==> src/rtl/irq_redir_pkg.sv <==
// Package: shared widths, entry layout and delivery payload for the
// interrupt redirection engine. Assumes an 8-bit vector and destination.
package irq_redir_pkg;
    localparam int VEC_W  = 8;
    localparam int DEST_W = 8;
    localparam int MODE_W = 3;

    localparam logic [MODE_W-1:0] MODE_LEGACY = 3'b111;

    // Field order sets the bit layout of the write port (msb first).
    typedef struct packed {
        logic [DEST_W-1:0] dest;
        logic              mask;
        logic              level;
        logic              active_low;
        logic              logical;
        logic [MODE_W-1:0] mode;
        logic [VEC_W-1:0]  vector;
    } redir_entry_t;

    localparam int ENTRY_W  = $bits(redir_entry_t);
    localparam int MASK_BIT = VEC_W + MODE_W + 3;

    // Part of an entry that travels with a delivery.
    typedef struct packed {
        logic [DEST_W-1:0] dest;
        logic              logical;
        logic [MODE_W-1:0] mode;
        logic [VEC_W-1:0]  vector;
        logic              level;
    } dlv_payload_t;
endpackage

==> src/rtl/irq_input_cond.sv <==
// Module: irq_input_cond
// Maps raw lines onto pins (line 0 joins line 2 on pin 2, pin 0 has no
// source), applies per-pin polarity and flags rising conditioned levels.
// Assumes lines are already synchronous to clk.
module irq_input_cond #(
    parameter int NUM_PINS = 24
) (
    input  logic                clk,
    input  logic                rst_n,
    input  logic [NUM_PINS-1:0] irq_in,
    input  logic [NUM_PINS-1:0] pol_vec,
    output logic [NUM_PINS-1:0] cond_lvl,
    output logic [NUM_PINS-1:0] cond_rise
);
    logic [NUM_PINS-1:0] raw_pin;
    logic [NUM_PINS-1:0] prev_q;

    // Line-to-pin routing, one choice per pin.
    for (genvar p = 0; p < NUM_PINS; p++) begin : g_route
        if (p == 0) begin : g_none
            assign raw_pin[p] = 1'b0;
        end else if (p == 2) begin : g_shared
            assign raw_pin[p] = irq_in[0] | irq_in[2];
        end else begin : g_direct
            assign raw_pin[p] = irq_in[p];
        end
    end

    assign cond_lvl  = raw_pin ^ pol_vec;
    assign cond_rise = cond_lvl & ~prev_q;

    // Remember last conditioned level for edge detection.
    always_ff @(posedge clk) begin
        if (!rst_n) prev_q <= '0;
        else        prev_q <= cond_lvl;
    end
endmodule

==> src/rtl/irq_entry_table.sv <==
// Module: irq_entry_table
// Holds the redirection entries and the per-pin in-service flags.
// A delivery setting a flag beats an end-of-interrupt clearing it.
// Assumes at most one write per cycle; out-of-range writes are dropped.
module irq_entry_table
    import irq_redir_pkg::*;
#(
    parameter int NUM_PINS = 24,
    parameter int IDX_W    = $clog2(NUM_PINS)
) (
    input  logic                          clk,
    input  logic                          rst_n,
    input  logic                          we,
    input  logic [IDX_W-1:0]              idx,
    input  logic [ENTRY_W-1:0]            wdata,
    input  logic [NUM_PINS-1:0]           rirr_set,
    input  logic                          eoi_valid,
    input  logic [VEC_W-1:0]              eoi_vector,
    output logic [NUM_PINS-1:0]           mask_vec,
    output logic [NUM_PINS-1:0]           level_vec,
    output logic [NUM_PINS-1:0]           pol_vec,
    output logic [NUM_PINS-1:0]           rirr_vec,
    output dlv_payload_t [NUM_PINS-1:0]   payload_arr
);
    localparam logic [IDX_W:0]      PIN_LIMIT   = (IDX_W+1)'(NUM_PINS);
    localparam logic [ENTRY_W-1:0]  RESET_ENTRY = ENTRY_W'(1) << MASK_BIT;

    redir_entry_t        ent_q [NUM_PINS];
    logic [NUM_PINS-1:0] rirr_q;
    logic                wr_hit;

    assign wr_hit = we && ({1'b0, idx} < PIN_LIMIT);

    // Entry storage: reset to masked, load on an in-range write.
    always_ff @(posedge clk) begin
        if (!rst_n) begin
            for (int p = 0; p < NUM_PINS; p++) ent_q[p] <= redir_entry_t'(RESET_ENTRY);
        end else if (wr_hit) begin
            for (int p = 0; p < NUM_PINS; p++)
                if (idx == IDX_W'(p)) ent_q[p] <= redir_entry_t'(wdata);
        end
    end

    // In-service flags: set by level delivery, cleared by matching EOI.
    always_ff @(posedge clk) begin
        if (!rst_n) begin
            rirr_q <= '0;
        end else begin
            for (int p = 0; p < NUM_PINS; p++) begin
                if (rirr_set[p])
                    rirr_q[p] <= 1'b1;
                else if (eoi_valid && rirr_q[p] && (ent_q[p].vector == eoi_vector))
                    rirr_q[p] <= 1'b0;
            end
        end
    end

    // Flatten entries into per-field vectors and delivery payloads.
    for (genvar p = 0; p < NUM_PINS; p++) begin : g_out
        assign mask_vec[p]             = ent_q[p].mask;
        assign level_vec[p]            = ent_q[p].level;
        assign pol_vec[p]              = ent_q[p].active_low;
        assign payload_arr[p].dest     = ent_q[p].dest;
        assign payload_arr[p].logical  = ent_q[p].logical;
        assign payload_arr[p].mode     = ent_q[p].mode;
        assign payload_arr[p].vector   = ent_q[p].vector;
        assign payload_arr[p].level    = ent_q[p].level;
    end
    assign rirr_vec = rirr_q;
endmodule

==> src/rtl/irq_pending_ctl.sv <==
// Module: irq_pending_ctl
// Per-pin pending register. Level pins track the conditioned line; edge
// pins latch an unmasked rise and drop it when delivered (a new rise wins).
module irq_pending_ctl #(
    parameter int NUM_PINS = 24
) (
    input  logic                clk,
    input  logic                rst_n,
    input  logic [NUM_PINS-1:0] cond_lvl,
    input  logic [NUM_PINS-1:0] cond_rise,
    input  logic [NUM_PINS-1:0] mask_vec,
    input  logic [NUM_PINS-1:0] level_vec,
    input  logic [NUM_PINS-1:0] taken_vec,
    output logic [NUM_PINS-1:0] pend_vec
);
    logic [NUM_PINS-1:0] pend_q;
    logic [NUM_PINS-1:0] edge_next;
    logic [NUM_PINS-1:0] pend_d;

    // Next pending value by trigger type.
    always_comb begin
        edge_next = (pend_q & ~taken_vec) | (cond_rise & ~mask_vec);
        pend_d    = (level_vec & cond_lvl) | (~level_vec & edge_next);
    end

    // Pending register.
    always_ff @(posedge clk) begin
        if (!rst_n) pend_q <= '0;
        else        pend_q <= pend_d;
    end

    assign pend_vec = pend_q;
endmodule

==> src/rtl/irq_dlv_stage.sv <==
// Module: irq_dlv_stage
// Picks the lowest eligible pin and holds one delivery on a valid/ready
// output. Legacy-mode deliveries take the vector from legacy_vector.
// Assumes payload_arr is stable within a cycle.
module irq_dlv_stage
    import irq_redir_pkg::*;
#(
    parameter int NUM_PINS = 24,
    parameter int IDX_W    = $clog2(NUM_PINS)
) (
    input  logic                        clk,
    input  logic                        rst_n,
    input  logic [NUM_PINS-1:0]         elig_vec,
    input  dlv_payload_t [NUM_PINS-1:0] payload_arr,
    input  logic [VEC_W-1:0]            legacy_vector,
    input  logic                        dlv_ready,
    output logic                        dlv_valid,
    output dlv_payload_t                dlv_out,
    output logic [NUM_PINS-1:0]         take_vec
);
    logic             found;
    logic [IDX_W-1:0] pick_idx;
    logic             load;
    logic             valid_q;
    dlv_payload_t     sel;
    dlv_payload_t     out_q;

    // Lowest-index eligible pin.
    always_comb begin
        found    = 1'b0;
        pick_idx = '0;
        for (int i = NUM_PINS - 1; i >= 0; i--) begin
            if (elig_vec[i]) begin
                found    = 1'b1;
                pick_idx = IDX_W'(i);
            end
        end
    end

    assign load = found && (!valid_q || dlv_ready);

    // One-hot of the pin loaded this cycle.
    always_comb begin
        for (int i = 0; i < NUM_PINS; i++)
            take_vec[i] = load && (pick_idx == IDX_W'(i));
    end

    // Payload of the chosen pin with vector source resolved.
    always_comb begin
        sel = payload_arr[pick_idx];
        if (sel.mode == MODE_LEGACY) sel.vector = legacy_vector;
    end

    // Output holding register.
    always_ff @(posedge clk) begin
        if (!rst_n) begin
            valid_q <= 1'b0;
            out_q   <= '0;
        end else if (load) begin
            valid_q <= 1'b1;
            out_q   <= sel;
        end else if (dlv_ready) begin
            valid_q <= 1'b0;
        end
    end

    assign dlv_valid = valid_q;
    assign dlv_out   = out_q;
endmodule

==> src/rtl/irq_redirect_engine.sv <==
// Module: irq_redirect_engine (top)
// Conditions interrupt lines, tracks pending pins and in-service flags,
// and issues one delivery at a time. Entries come from a plain write port.
// Assumes all inputs synchronous to clk.
module irq_redirect_engine
    import irq_redir_pkg::*;
#(
    parameter int NUM_PINS = 24,
    parameter int IDX_W    = $clog2(NUM_PINS)
) (
    input  logic                 clk,
    input  logic                 rst_n,
    input  logic [NUM_PINS-1:0]  irq_in,
    input  logic                 ent_we,
    input  logic [IDX_W-1:0]     ent_idx,
    input  logic [ENTRY_W-1:0]   ent_wdata,
    input  logic                 eoi_valid,
    input  logic [VEC_W-1:0]     eoi_vector,
    input  logic [VEC_W-1:0]     legacy_vector,
    output logic                 dlv_valid,
    input  logic                 dlv_ready,
    output logic [DEST_W-1:0]    dlv_dest,
    output logic                 dlv_dest_mode,
    output logic [MODE_W-1:0]    dlv_mode,
    output logic [VEC_W-1:0]     dlv_vector,
    output logic                 dlv_level
);
    logic [NUM_PINS-1:0]         mask_vec, level_vec, pol_vec, rirr_vec;
    logic [NUM_PINS-1:0]         cond_lvl, cond_rise, pend_vec, elig_vec, take_vec;
    dlv_payload_t [NUM_PINS-1:0] payload_arr;
    dlv_payload_t                dlv_out;

    irq_entry_table #(.NUM_PINS(NUM_PINS), .IDX_W(IDX_W)) u_table (
        .clk(clk), .rst_n(rst_n), .we(ent_we), .idx(ent_idx), .wdata(ent_wdata),
        .rirr_set(take_vec & level_vec), .eoi_valid(eoi_valid), .eoi_vector(eoi_vector),
        .mask_vec(mask_vec), .level_vec(level_vec), .pol_vec(pol_vec),
        .rirr_vec(rirr_vec), .payload_arr(payload_arr)
    );

    irq_input_cond #(.NUM_PINS(NUM_PINS)) u_cond (
        .clk(clk), .rst_n(rst_n), .irq_in(irq_in), .pol_vec(pol_vec),
        .cond_lvl(cond_lvl), .cond_rise(cond_rise)
    );

    irq_pending_ctl #(.NUM_PINS(NUM_PINS)) u_pend (
        .clk(clk), .rst_n(rst_n), .cond_lvl(cond_lvl), .cond_rise(cond_rise),
        .mask_vec(mask_vec), .level_vec(level_vec), .taken_vec(take_vec),
        .pend_vec(pend_vec)
    );

    // Pending, unmasked, and not a level pin awaiting end-of-interrupt.
    assign elig_vec = pend_vec & ~mask_vec & ~(level_vec & rirr_vec);

    irq_dlv_stage #(.NUM_PINS(NUM_PINS), .IDX_W(IDX_W)) u_dlv (
        .clk(clk), .rst_n(rst_n), .elig_vec(elig_vec), .payload_arr(payload_arr),
        .legacy_vector(legacy_vector), .dlv_ready(dlv_ready),
        .dlv_valid(dlv_valid), .dlv_out(dlv_out), .take_vec(take_vec)
    );

    assign dlv_dest      = dlv_out.dest;
    assign dlv_dest_mode = dlv_out.logical;
    assign dlv_mode      = dlv_out.mode;
    assign dlv_vector    = dlv_out.vector;
    assign dlv_level     = dlv_out.level;
endmodule

==> config.mk <==
export PLATFORM = sky130hd
export DESIGN_NAME = irq_redirect_engine
export DESIGN_NICKNAME = d
export VERILOG_FILES = /design/src/rtl/irq_redir_pkg.sv /design/src/rtl/irq_input_cond.sv /design/src/rtl/irq_entry_table.sv /design/src/rtl/irq_pending_ctl.sv /design/src/rtl/irq_dlv_stage.sv /design/src/rtl/irq_redirect_engine.sv
export SDC_FILE = /design/constraint.sdc
export NUM_CORES = 1
export LEC_CHECK = 0
export BUFFER_PORTS_ARGS = -buffer_cell sky130_fd_sc_hd__buf_2
export CAP_MARGIN = 20
export CORE_MARGIN = 5
export CORE_UTILIZATION = 62
export DETAILED_ROUTE_END_ITERATION = 8
export PLACE_DENSITY = 0.86
export SYNTH_ARGS = -nofsm -noshare
export SYNTH_HDL_FRONTEND = slang
export SYNTH_SLANG_ARGS = --single-unit
==> constraint.sdc <==
create_clock -name clk -period 3.7 [get_ports clk]
set_input_delay 0.74 -clock clk [delete_from_list [all_inputs] [get_ports clk]]
set_output_delay 0.74 -clock clk [all_outputs]
set_load 0.02 [all_outputs]
-- Yosys cells after proc, flatten, opt, wreduce, memory -nomap -nowiden
Memories as Yosys holds them, arrays and structs flattened.
Cells that the tools add are included.
- add/subtract/negate cells: 0
- multipliers: 0
- divide/modulo/power cells: 0
- $lt $le $gt $ge: 2
- eq/ne operators: 71
- shifts and indexed selects: 0
- muxes and demuxes: 222
- bitwise logic cells: 42
- reduce and logical (&&, ||, !) cells: 103
- operator list (kind ; number):
    $mux 23 ; 24
    $and 24x24->24 ; 9
    $eq 8x8->1 ; 24
    $mux 1 ; 171
    $mux 5 ; 24
    $not 24->24 ; 5
    $bmux 21 s5 ; 1
    $eq 5x4->1 const B ; 16
    $eq 5x5->1 const B ; 16
    $logic_and 1x1->1 ; 74
    $reduce_bool 2->1 ; 25
    $or 24x24->24 ; 2
    $eq 5x3->1 const B ; 8
    $or 1x1->1 ; 25
    $xor 24x24->24 ; 1
    $mux 21 ; 1
    $eq 5x2->1 const B ; 4
    $eq 5x1->1 const B ; 2
    $logic_not 5->1 ; 2
    $mux 8 ; 1
    $lt 5x6->1 const B ; 1
    $lt 5x5->1 const B ; 1
    $eq 3x3->1 const B ; 1
    $logic_not 1->1 ; 1
    $logic_or 1x1->1 ; 1
- bits in registers: 94
- bits in latches: 0
- RAM bits: 552
- memory bits (read-only): 0
- input bits: 73
- output and inout bits: 22
- word-level logic and storage cells: 473
- memories: 1
- memory list (name ; words ; width ; rd ports ; clocked after memory_dff ; wr ports ; line ; text):
    u_table.ent_q ; 24 ; 23 ; 24 ; 0 ; 24 ; irq_entry_table.sv:28 ; redir_entry_t ent_q [NUM_PINS];

-- Longest topological paths before layout
An unclocked memory read counts as a cell.
- depth in word-level cells: 35
- gate-level depth with buffers: 16

-- By module
Synthesis repeated with hierarchy kept, for this count alone.
- cells, all modules: 2667
- area total of the unflattened synthesis: 30384.1 um^2
- modules (own cells, without submodules) (module ; times used ; cells each ; area an instance (um^2)):
    irq_entry_table ; 1 ; 1527 ; 22151.2
    irq_dlv_stage ; 1 ; 846 ; 5403.9
    irq_pending_ctl ; 1 ; 122 ; 1193.6
    irq_input_cond ; 1 ; 100 ; 1094.8
    irq_redirect_engine ; 1 ; 72 ; 540.5

-- Worst setup path before layout
Ideal clock, no wire load.
- path kind: input to register
- from: input ent_idx[4]
- to: memory u_table.ent_q[0][460] in the netlist's numbering, enable pin
- library setup time: 0.439 ns
- arrival time: 2.911 ns
- data required time: 3.261 ns
- path slack: 0.350 ns
- cell stages on the path: 3
- cell sequence: nor2b_1 nand3_1 o31ai_1
- RTL lines (element ; line ; text):
    start: declaration ; irq_redirect_engine.sv:15 ; input logic [IDX_W-1:0] ent_idx,
    end: declaration ; irq_entry_table.sv:28 ;

-- Worst setup path in the final report
- from: register u_table.rirr_q[15], in the netlist u_table.rirr_vec[15]
- to: register u_dlv.out_q (netlist bit u_dlv.dlv_out[13])
- word-level cells in the longest chain between the ends: 21
- elaborated cells on any way between the ends: 38
- classes of those cells: mux: 34; bitwise: 3; reduce/logical: 1
- ends and longest elaborated chain (element ; line ; text):
    start: declaration ; irq_entry_table.sv:29 ; logic [NUM_PINS-1:0] rirr_q;
    start signal: assignment ; irq_entry_table.sv:47 ; rirr_q <= '0;
    start signal: indexed assignment ; irq_entry_table.sv:51 ; rirr_q[p] <= 1'b1;
    start signal: indexed assignment ; irq_entry_table.sv:53 ; rirr_q[p] <= 1'b0;
    $and 24x24->24 (*) ; irq_redirect_engine.sv:52 ; assign elig_vec = pend_vec & ~mask_vec & ~(level_vec & rirr_vec);
    $not 24->24 (*) ; irq_redirect_engine.sv:52 ;
    $and 24x24->24 (*) ; irq_redirect_engine.sv:52 ;
    $mux 5 (16 in a row) ; irq_dlv_stage.sv:33 ; if (elig_vec[i]) begin
    $bmux 21 s5 ; irq_dlv_stage.sv:50 ; sel = payload_arr[pick_idx];
    $mux 21 (not written as such) ; irq_dlv_stage.sv:50 ;
    end signal: assignment ; irq_dlv_stage.sv:61 ; out_q <= sel;
    end: declaration ; irq_dlv_stage.sv:26 ; dlv_payload_t out_q;
Every way passes the cells marked *; elsewhere a longest branch is shown, timed or not. The select of a mux whose other input is x is not followed.
A chain may end at the register's enable or synchronous reset.

==> qor_table.md <==
| Item | Reported | Unit |
|:---|:---|:---|
| Status | complete, but fails checks | - |
| Failing checks | setup timing | - |
| Area used by sequential logic in the layout | 18500 | um2 |
| Post-synthesis compound-gate area fraction | 11.6 | % |
| # placed instances | 3217 | - |
| Switching share of power | 30.9 | % |
| Top flip-flop cell by instance count after synthesis | edfxtp_1 | - |
| Required arrival time at the worst endpoint | 4.20 | ns |
| Combinational share of power | 23.4 | % |
| Total GRT Usage | 36.4 | % |
| Type of the worst min-delay path | input pin to flip-flop | - |
| Layout filler cell count | 3048 | - |
| Final std cells w/o fill | 3350 | - |
| Power per standard cell area | 599 | nW/um2 |
| Count of final hold-check violations | 0 | - |
| Gate Count Post-Synth | 2521 | - |
| Remaining antenna violation count after routing | 0 | - |
| Setup crit end kind | flip-flop | - |
| Number of antenna diodes | 0 | - |
| Sequential power share | 43.4 | % |
| Maximum fanout along the worst path | 56 | - |
| Power spent charging and discharging nets | 0.00628 | W |
| Leakage component of the power | 12.1 | nW |
| Via-to-Cell Ratio | 7.01 | - |
| Number of sinks handled by clock tree synthesis | 646 | - |
| Top achievable clock speed | 0.267 | GHz |
| Port Buffers | 94 | - |
| I/O Pins | 95 | - |
| Area share of xor/xnor cells in the synthesized design | 6.40 | % |
| Max Root-Sink Buffers | 3 | - |
| DP Wirelength | 64.2 | mm |
| CTS tree | done | - |
| Hold WS | 0.448 | ns |
| Final setup vio count | 1 | - |
| Vertical die dimension | 228 | um |
| Vias in the first global route | 23400 | - |
| Multiplexer share of the synthesized area | 2.39 | % |
| Synth Warn # | 0 | - |
| Final routed DRC violation total | 0 | - |
| Worst VDD drop | 0.000505 | V |
| Startpoint class of the critical path | flip-flop | - |
| Cell internal pwr | 0.0140 | W |
| Post-route setup slack | -0.0465 | ns |
| H-tree depth | 3 | - |
| Library cells used by synthesis | 83 | - |
| Pins Over Slew Limit | 0 | - |
| Area growth syn-to-layout | 15.0 | % |
| Drt initial violations | 4198 | - |
| Global-route wire length before repair | 144 | mm |
| GPL Wtd Cong | 1.01 | - |
| Total congestion overflow after global routing | 0 | - |
| Synthesis-stage register bit count | 646 | - |
| Number of detailed-route iterations in the first pass | 9 | - |
| Via Count | 23500 | - |
| Final #Nets | 2762 | - |
| Post-route minimum period | 3.75 | ns |
| Place WS | -0.113 | ns |
| Largest net degree at the start of global routing | 57 | - |
| Post-synthesis net count | 2594 | - |
| Core region area | 46800 | um2 |
| Combinational family with the most area after synthesis | simple AND/OR/NAND/NOR gates | - |
| Area enclosed by the die boundary | 51900 | um2 |
| Antenna violations before repair | 0 | - |
| Cell chosen for the clock root | clkbuf_16 | - |
| Actual slew at the worst max-slew pin | 1.11 | ns |
| Starting Density | 62.9 | % |
| Die Span X | 228 | um |
| Max-capacitance violation count | 0 | - |
| Simple logic cell fraction of the synthesized area | 13.8 | % |
| Clock Pin Slew Worst Setup and Hold Paths | 0.06 | ns |
| Startpoint of the lowest-slack register-to-register path | u_table.rirr_vec[15]$_SDFFE_PN0P_ | - |
| Crit Path Class | flip-flop to flip-flop | - |
| Portion of the clock cycle consumed by the worst path in the final layout | 101 | % |
| Proportion of register bits with asynchronous set or reset after synthesis | 0 | % |
| Share of synthesized cell area in full adder, half adder and majority cells | 0 | % |
| Insertion delay of the later-clocked pin in the worst-skew pair | 0.62 | ns |
| CP startpoint | u_table.rirr_vec[15]$_SDFFE_PN0P_ | - |
| Wire length reported by the detailed router | 97.4 | mm |
| Slew margin rel. | 25.1 | % |
| Synth Cell Area | 29400 | um2 |
| Footprint of the multi-input gates | 10200 | um2 |
| Hold Crit Start | ent_wdata[14] | - |
| WP data arrival | 4.25 | ns |
| Proportion of layout cells with a drive suffix above 1 | 17.4 | % |
| TritonCTS buffer count | 68 | - |
| Fraction of power consumed by the clock network | 33.1 | % |
| Post-synthesis area per instance | 11.7 | um2 |
| Std-Cell Rows | 79 | - |
| Sequential area share after synthesis | 62.7 | % |
| Detail-routed net length per standard cell | 29.1 | um |
| Count of flip-flops with a built-in enable after synthesis | 552 | - |
| Setup clock skew after layout | 0.0223 | ns |
## power by group through the flow
stage	Combinational, W	Clock (W)	Sequential, W
floorplan	0.00254	0	0.00891
global placement	0.00431	0	0.00889
detailed placement	0.00439	0	0.00892
CTS	0.00450	0.00672	0.00878
global route	0.00490	0.00704	0.00882
finish	0.00476	0.00672	0.00881
## cell usage in the layout, fill, tap and decap left out, drive strengths merged, types with 41 or more instances in the layout
| master | instances |
|---|---|
| o22ai | 45 |
| o21ai | 45 |
| a222oi | 44 |
| dfxtp | 94 |
| clkbuf | 95 |
| nand3 | 88 |
| nor2 | 455 |
| edfxtp | 552 |
| and2 | 41 |
| xor2 | 190 |
| nand2 | 219 |
| a31oi | 50 |
| o221ai | 41 |
| mux2 | 42 |
| buf | 282 |
| a21oi | 75 |
## layout make-up
| class | count | share of cell area [%] |
|---|---|---|
| flip-flops and latches | 646 | 54.5 |
| inverters | 34 | 0.377 |
| clock buffers | 95 | 5.78 |
| repair buffers | 282 | 6.18 |
| clock inverters | 29 | 0.662 |
| well taps | 607 | 2.24 |
| multi-input cells | 1657 | 30.2 |
## synthesized netlist by cell type, types with 15 or more instances
master | number | area (um2)
and2_1 | 40 | 250
inv_1 | 33 | 124
a222oi_1 | 44 | 440
edfxtp_1 | 552 | 16600
a21oi_1 | 74 | 370
nor2b_1 | 15 | 93.8
dfxtp_1 | 94 | 1880
mux2_2 | 42 | 473
mux2i_1 | 23 | 230
a22oi_1 | 15 | 113
nand2_1 | 217 | 815
xor2_1 | 190 | 1660
nor3_1 | 24 | 120
xnor2_1 | 25 | 219
nor4_1 | 28 | 175
o41ai_1 | 24 | 210
nand3b_1 | 22 | 165
clkbuf_1 | 137 | 514
o22ai_1 | 45 | 282
buf_2 | 28 | 140
nand3_1 | 86 | 430
a31oi_1 | 50 | 313
o221ai_1 | 41 | 359
o21ai_0 | 43 | 215
nor2_1 | 453 | 1700
## per-layer routing
metal / track usage, % / share of wire (%)
met1: 47.6 / 34
met2: 56.9 / 45
met3: 9.09 / 14
met4: 19.5 / 6.8
met5: 0 / 0
## per-stage QoR
| stage | instance area, um2 | util, % | power [W] | TNS [ns] |
|---|---|---|---|---|
| 2_1_floorplan | 29400 | - | 0.0114 | 0 |
| 3_3_place_gp | 31500 | 67.3 | 0.0132 | -0.143 |
| 3_5_place_dp | 31500 | 67.3 | 0.0133 | -0.414 |
| 4_1_cts | 33700 | 72.1 | 0.0200 | 0 |
| 5_1_grt | 33800 | 72.4 | 0.0208 | -0.00401 |
| 6_report | 33800 | 72.4 | 0.0203 | -0.0465 |
## worst max-delay path, cell delays in order (launching register included)
cell      delay, ns
dfxtp_1        0.47
nand2_1        0.15
a32oi_1        0.35
nor2b_1        0.09
a311o_1        0.41
buf_4          0.17
and2_4         0.24
buf_12         0.25
a222oi_1       0.45
buf_4          0.21
o22ai_1        0.09
nor3_1         0.44
a31oi_1        0.07
a22o_1         0.22
## state kept, by name (all words and copies together), names as in the netlist
name              count
u_dlv.dlv_valid       1
u_table.ent_q       552
u_dlv.dlv_out        21
u_cond.prev_q        24
u_pend.pend_vec      24
u_table.rirr_vec     24
## final timing paths
| path | endpoint | slack (ns) | cells past startpoint |
|---|---|---|---|
| hold reg to reg | u_table.rirr_vec[3]$_SDFFE_PN0P_ | 0.48 | 2 |
| setup reg to reg | u_dlv.dlv_out[13]$_SDFFE_PN0P_ | -0.05 | 13 |
| hold / removal | u_table.ent_q[0][405]$_SDFFCE_PN1P_ | 0.45 | 2 |
| setup / recovery | u_dlv.dlv_out[13]$_SDFFE_PN0P_ | -0.05 | 13 |
## logic make-up after synthesis
logic type	Yosys count
flops	646
buf+inv	218
mux	65
xor+xnor	215
compound gates	450
simple gates	927
## what timing repair did
action,in CTS,in global routing
endpoints found under the setup margin,6,18
gates resized for setup,7,23
hold endpoints to repair,0,0
pin swaps,2,17
hold buffers,0,0
cloned,1,0
setup buffers,0,9
Power figures use the tool's default switching activity.
